===== src/rtl/fp3_pkg.sv =====
// Shared opcode type and opcode classification for the pipeline core.
package fp3_pkg;

    typedef enum logic [2:0] {
        OP_LOAD  = 3'd0,
        OP_AND   = 3'd1,
        OP_OR    = 3'd2,
        OP_STORE = 3'd3,
        OP_NOP   = 3'd4
    } fp3_op_e;

    // True for opcodes that produce a register write.
    function automatic logic fp3_writes(input fp3_op_e op);
        return (op == OP_LOAD) || (op == OP_AND) || (op == OP_OR);
    endfunction

endpackage


===== src/rtl/fp3_regfile.sv =====
// Register file: one synchronous write port, NRD combinational read ports.
// Assumes: the write index is below NREG; reset clears every entry.
module fp3_regfile #(
    parameter int W    = 8,
    parameter int NREG = 8,
    parameter int NRD  = 3,
    localparam int IW  = (NREG > 1) ? $clog2(NREG) : 1
) (
    input  logic                    clk,
    input  logic                    rst_n,
    input  logic                    we,
    input  logic [IW-1:0]           wa,
    input  logic [W-1:0]            wd,
    input  logic [NRD-1:0][IW-1:0]  ra,
    output logic [NRD-1:0][W-1:0]   rd
);
    logic [W-1:0] mem [NREG];

    // Write port with synchronous clear.
    always_ff @(posedge clk) begin
        if (!rst_n) begin
            for (int i = 0; i < NREG; i++) mem[i] <= '0;
        end else if (we) begin
            mem[wa] <= wd;
        end
    end

    // Read ports, one per requester.
    for (genvar p = 0; p < NRD; p++) begin : g_rd
        assign rd[p] = mem[ra[p]];
    end
endmodule


===== src/rtl/fp3_fwd_mux.sv =====
// Operand selector: picks the youngest in-flight value for one source index.
// Assumes: s1_val already resolves LOAD immediate versus logic result.
module fp3_fwd_mux
    import fp3_pkg::*;
#(
    parameter int W  = 8,
    parameter int IW = 3
) (
    input  logic [IW-1:0] src,
    input  fp3_op_e       s1_op,
    input  logic [IW-1:0] s1_dst,
    input  logic [W-1:0]  s1_val,
    input  fp3_op_e       s2_op,
    input  logic [IW-1:0] s2_dst,
    input  logic [W-1:0]  s2_val,
    input  logic [W-1:0]  rf_val,
    output logic [W-1:0]  opnd
);
    // Priority: stage one, then stage two, then register file.
    always_comb begin
        if (fp3_writes(s1_op) && (src == s1_dst))      opnd = s1_val;
        else if (fp3_writes(s2_op) && (src == s2_dst)) opnd = s2_val;
        else                                           opnd = rf_val;
    end
endmodule


===== src/rtl/fp3_hazard.sv =====
// STORE interlock: flags a STORE whose register still has a writer in flight.
// Assumes: no other opcode needs an interlock, forwarding covers the rest.
module fp3_hazard
    import fp3_pkg::*;
#(
    parameter int IW = 3
) (
    input  fp3_op_e       op_in,
    input  logic [IW-1:0] dst_in,
    input  fp3_op_e       s1_op,
    input  logic [IW-1:0] s1_dst,
    input  fp3_op_e       s2_op,
    input  logic [IW-1:0] s2_dst,
    output logic          stall
);
    logic hit1, hit2;

    // Compare the STORE register against both in-flight writers.
    always_comb begin
        hit1  = fp3_writes(s1_op) && (dst_in == s1_dst);
        hit2  = fp3_writes(s2_op) && (dst_in == s2_dst);
        stall = (op_in == OP_STORE) && (hit1 || hit2);
    end
endmodule


===== src/rtl/fwd_pipe3_core.sv =====
// Three-stage in-order core: operand fetch with forwarding, logic unit,
// register write-back. Assumes the source holds its inputs while stall_o is high.
module fwd_pipe3_core
    import fp3_pkg::*;
#(
    parameter int W    = 8,
    parameter int NREG = 8,
    localparam int IW  = (NREG > 1) ? $clog2(NREG) : 1
) (
    input  logic          clk,
    input  logic          rst_n,
    input  logic [2:0]    op_i,
    input  logic [W-1:0]  imm_i,
    input  logic [IW-1:0] src_a_i,
    input  logic [IW-1:0] src_b_i,
    input  logic [IW-1:0] dst_i,
    output logic          stall_o,
    output logic [W-1:0]  rd_data_o
);
    localparam int NOPND = 2;

    fp3_op_e op_in;
    assign op_in = fp3_op_e'(op_i);

    // Stage one state
    fp3_op_e s1_op;
    logic [IW-1:0] s1_dst;
    logic [W-1:0]  s1_imm;
    logic [NOPND-1:0][W-1:0] s1_opnd;

    // Stage two state
    fp3_op_e s2_op;
    logic [IW-1:0] s2_dst;
    logic [W-1:0]  s2_res;

    logic [W-1:0] alu_res, s1_val;
    logic [NOPND-1:0][W-1:0]  opnd_nxt;
    logic [2:0][IW-1:0]       rf_ra;
    logic [2:0][W-1:0]        rf_rd;
    logic [NOPND-1:0][IW-1:0] srcs;
    logic stall;

    assign srcs  = {src_b_i, src_a_i};
    assign rf_ra = {dst_i, src_b_i, src_a_i};

    // Logic unit on the stage-one operands.
    always_comb begin
        alu_res = (s1_op == OP_AND) ? (s1_opnd[0] & s1_opnd[1])
                                    : (s1_opnd[0] | s1_opnd[1]);
        s1_val  = (s1_op == OP_LOAD) ? s1_imm : alu_res;
    end

    fp3_regfile #(.W(W), .NREG(NREG), .NRD(3)) u_rf (
        .clk   (clk),
        .rst_n (rst_n),
        .we    (fp3_writes(s2_op)),
        .wa    (s2_dst),
        .wd    (s2_res),
        .ra    (rf_ra),
        .rd    (rf_rd)
    );

    for (genvar g = 0; g < NOPND; g++) begin : g_opnd
        fp3_fwd_mux #(.W(W), .IW(IW)) u_mux (
            .src    (srcs[g]),
            .s1_op  (s1_op),
            .s1_dst (s1_dst),
            .s1_val (s1_val),
            .s2_op  (s2_op),
            .s2_dst (s2_dst),
            .s2_val (s2_res),
            .rf_val (rf_rd[g]),
            .opnd   (opnd_nxt[g])
        );
    end

    fp3_hazard #(.IW(IW)) u_haz (
        .op_in  (op_in),
        .dst_in (dst_i),
        .s1_op  (s1_op),
        .s1_dst (s1_dst),
        .s2_op  (s2_op),
        .s2_dst (s2_dst),
        .stall  (stall)
    );

    // Stage one: capture instruction, bubble and hold operands on stall.
    always_ff @(posedge clk) begin
        if (!rst_n) begin
            s1_op   <= OP_NOP;
            s1_dst  <= '0;
            s1_imm  <= '0;
            s1_opnd <= '0;
        end else begin
            s1_op  <= stall ? OP_NOP : op_in;
            s1_dst <= dst_i;
            s1_imm <= imm_i;
            if (!stall) s1_opnd <= opnd_nxt;
        end
    end

    // Stage two: carry control, latch result of writing opcodes only.
    always_ff @(posedge clk) begin
        if (!rst_n) begin
            s2_op  <= OP_NOP;
            s2_dst <= '0;
            s2_res <= '0;
        end else begin
            s2_op  <= s1_op;
            s2_dst <= s1_dst;
            if (fp3_writes(s1_op)) s2_res <= s1_val;
        end
    end

    assign stall_o   = stall;
    assign rd_data_o = rf_rd[2];
endmodule


===== config.mk =====
export PLATFORM = sky130hd
export DESIGN_NAME = fwd_pipe3_core
export DESIGN_NICKNAME = d
export VERILOG_FILES = /design/src/rtl/fp3_pkg.sv /design/src/rtl/fp3_regfile.sv /design/src/rtl/fp3_fwd_mux.sv /design/src/rtl/fp3_hazard.sv /design/src/rtl/fwd_pipe3_core.sv
export SDC_FILE = /design/constraint.sdc
export NUM_CORES = 1
export LEC_CHECK = 0
export BUFFER_PORTS_ARGS = -buffer_cell sky130_fd_sc_hd__clkbuf_2
export CORE_MARGIN = 2
export CORE_UTILIZATION = 35
export DETAILED_ROUTE_END_ITERATION = 10
export SLEW_MARGIN = 30
export SYNTH_ARGS = -nofsm -noshare
export SYNTH_HDL_FRONTEND = slang
export SYNTH_HIERARCHICAL = 1
export SYNTH_SLANG_ARGS = --single-unit

===== constraint.sdc =====
create_clock -name clk -period 4.4 [get_ports clk]
set_input_delay 0.88 -clock clk [delete_from_list [all_inputs] [get_ports clk]]
set_output_delay 0.88 -clock clk [all_outputs]
set_load 0.01 [all_outputs]

==> summary.md <==
| Metric | Value |
|---|---|
| Worst Hold Endpoint | `s1_opnd[15]` |
| Switching Fraction | `about a quarter` |
| Initial Util | `a little over a third` |
| Leak | `around 2.6 nW` |
| H-tree depth | `3` |
| Clock latency on the worst-skew pair | `around 0.35 ns` |
| Clock power frac | `between 30 and 40%` |
| Final Skew | `0.00579 ns` |
| Final worst-path cycle share | `slightly below 80%` |
| Routed len/inst | `20.5 µm` |
| Die Wd | `~140 µm` |
| Status | `finished clean` |
| Syn Nets | `518` |
| Final antenna-violating net count | `0` |
| Cell mode on critical path | `clkbuf_2` |
| Area taken by multi-input logic gates | `about 3300 µm²` |
| Via Count | `around 4.2k` |
| Number of CTS-inserted buffers | `9` |
| Switching power | `approximately 600 µW` |
| IO buf count | `30` |
| Reg2Reg Depth | `3` |
| CTS root buffer | `clkbuf_16` |
| Setup crit start kind | `input pin` |
| DRT iter0 DRCs | `about 350` |
| Final core utilization | `between 30% and 40%` |
| Drc violations | `0` |
| Grt ovf | `0` |
| CP Max Fanout | `19` |
| Post-synth cell types | `36` |
| CP peak stage delay | `around 0.50 ns` |
| Commonest non-fill, non-tap cell in the layout | `edfxtp_1` |
| First-pass GRT wire length | `between 20000 and 25000 µm` |
| Area taken by flip-flops and latches | `between 2000 and 3000 µm²` |
| Register area share after synthesis | `between 40% and 50%` |
| R2R Path Start | `s2_dst[1]` |
| Reg2reg end | `u_rf/mem[2][2]` |
| Setup Buffers After CTS | `0` |
| CP bufs+invs | `3` |
| Mux cell area share after synthesis | `about 28%` |
| Achievable frequency | `about 300 MHz` |
| Layout cell share with drive strength beyond 1 | `between 20% and 30%` |
| Post-synth EDFFs | `between 60 and 70` |
| RSZ-0062 raised after global routing | `false` |
| Post-synthesis register bit count | `approximately 110` |
| Final setup viols | `0` |
| CP max-delay cell | `clkbuf_2` |
| Fin nets | `around 530` |
| Routability Congestion | `a little under 0.8` |
| Syn. warnings | `6` |
| CP required | `roughly 3.5 ns` |
| Largest family of logic cells by synthesized area | `multiplexers` |
| Hold path startpoint | `s1_opnd[15]` |
| Total power | `between 2 and 2.5 mW` |
| DR vias/cell | `between 5 and 6` |
| Relative slew slack | `42.3%` |
| Fillers | `1697` |
| Hold buffers post-CTS | `0` |
| Vias in the first global route | `~4.2k` |
| Worst-path clk slew | `approximately 0.070 ns` |
| Layout area overhead | `8.91%` |
| DR pass1 iterations | `4` |
| Synth Flop Type | `edfxtp_1` |
| # diodes | `0` |
| Slew Limit Fails | `0` |
| Overall routing resource usage | `15.7%` |
| VDD IR-drop max | `roughly 0.23 mV` |
| Clk buf depth | `2` |
| Pwr dens | `~350 nW/µm²` |
| Post-synthesis xor/xnor area fraction | `under 10%` |
| Largest net degree at the start of global routing | `between 40 and 50` |
| Worst slew pin tran | `0.864 ns` |
| Final worst slack | `just over 1 ns` |
| Internal power | `1.83 mW` |
| Cell Rows | `between 40 and 50` |
| Die Y | `around 140 µm` |
| Most frequent cells in the layout | `edfxtp_1 (64), nor3_1 (48), dfxtp_1 (43)` |
| CP arrival | `between 2 and 3 ns` |
| Async S/R FF share, synth | `0%` |
| Cell area after synthesis | `between 6000 and 7000 µm²` |
| Crit path capture type | `output port` |
| Comb power frac | `between 10% and 20%` |
| Crit path kind | `input pin to output port` |
| Max-cap violations | `0` |
| Initial antenna violation count | `0` |
| Syn avg cell area | `approximately 13 µm²` |
| Final hold violation count | `0` |
| Post-CTS Resized | `0` |
| CTS Sinks | `108` |
| R2R setup slack | `~1.8 ns` |
| Die ar. | `between 15000 and 20000 µm²` |
| Cells along the critical path | `clkbuf_2 -> xnor2_1 -> nand4_1 -> a211oi_4 -> buf_4 -> clkbuf_2` |
| Pre-CTS setup slack | `slightly below 1 ns` |
| Hold depth | `2` |
| Worst hold-check path type | `flip-flop to flip-flop` |
| WL final | `about 15000 µm` |
| Synth Instances | `496` |
| WHS | `0.548 ns` |
| IO Count | `31` |
| Core ar. | `between 15000 and 20000 µm²` |
| Final TNS setup | `0 ns` |
| Crit-path leading delay family | `buffers and inverters` |
| Synth Area in Adders | `0%` |
| CTS tree | `yes` |
| Dpl hpwl | `10400 µm` |
| Reg power frac | `between 40% and 50%` |
| Post-synthesis compound-gate area fraction | `7.05%` |
| Post-layout minimum cycle time | `around 3.4 ns` |
| Post-synthesis simple-gate area fraction | `12.7%` |
[worst reg2reg max path: cells and delay by family, from the launching register on]
family / cells / cell delay (ns)
buffers and inverters: 1 / 0.28
and+or+nand+nor: 1 / 0.52
DFF: 1 / 0.71
AOI/OAI and AO/OA: 1 / 0.77
[layer usage]
layer  part of all wire, %  global-route usage [%]  vias up
met5                     0                       0        -
met1                    44                    20.1     2117
met4                   1.5                    5.37        0
met2                    50                    26.6      106
li1                      -                       -     1970
met3                   4.7                    2.86       16
[registers in the layout, indices dropped and copies added (netlist names)]
signal / cells
s2_res: 8
s1_dst: 3
u_rf/mem: 64
s2_op: 3
s1_imm: 8
s1_op: 3
s1_opnd: 16
s2_dst: 3
[kinds of logic after synthesis]
logic type,Yosys count
compound gates,65
xor+xnor,18
buf+inv,63
flops,108
mux,104
simple gates,138
[worst max path at each step]
| stage | from | endpoint | slack [ns] | depth (start not counted) |
|---|---|---|---|---|
| after detailed placement | dst_i[0] | stall_o | 0.97 | 6 |
| after floorplan | dst_i[0] | rd_data_o[0] | 1.57 | 4 |
| after global routing | dst_i[0] | stall_o | 0.89 | 6 |
| after CTS | s2_dst[1] | stall_o | 0.92 | 5 |
| final | dst_i[0] | stall_o | 1.01 | 6 |
| after global placement | dst_i[0] | stall_o | 1.03 | 6 |
[power by group through the flow]
stage	combinational, mW	clock [mW]	sequential [mW]
2_1_floorplan	0.262	0	1.17
4_1_cts	0.320	0.968	1.17
3_3_place_gp	0.313	0	1.19
6_report	0.319	0.947	1.17
3_5_place_dp	0.318	0	1.19
5_1_grt	0.346	1.00	1.18
[through the flow]
| step | std cells | cell area (µm²) |
|---|---|---|
| after floorplan | 496 | 6460 |
| after global placement | 722 | 6690 |
| after global routing | 738 | 7040 |
| final | 738 | 7040 |
| after CTS | 738 | 7030 |
| after detailed placement | 722 | 6690 |
[synth_stat cells (all sizes together), types with 17 or more instances]
library cell  count  area share [%]
a21oi            32             2.6
and2             18             1.7
buf              29             4.0
clkbuf           18             1.0
dfxtp            44              14
edfxtp           64              30
mux2             24             4.2
mux2i            32             5.0
mux4             48              19
nor2b            17             1.6
nor3             48             3.7
xnor2            18             2.7
[area by class of cell]
class | instances | share of cell area [%]
Clock buffer | 9 | 3.20
Multi-Input combinational cell | 325 | 46.7
Inverter | 16 | 0.853
Clock inverter | 7 | 1.72
Timing Repair Buffer | 44 | 3.63
Sequential cell | 108 | 39.8
Tap cell | 229 | 4.07
Power figures use the tool's default switching activity.
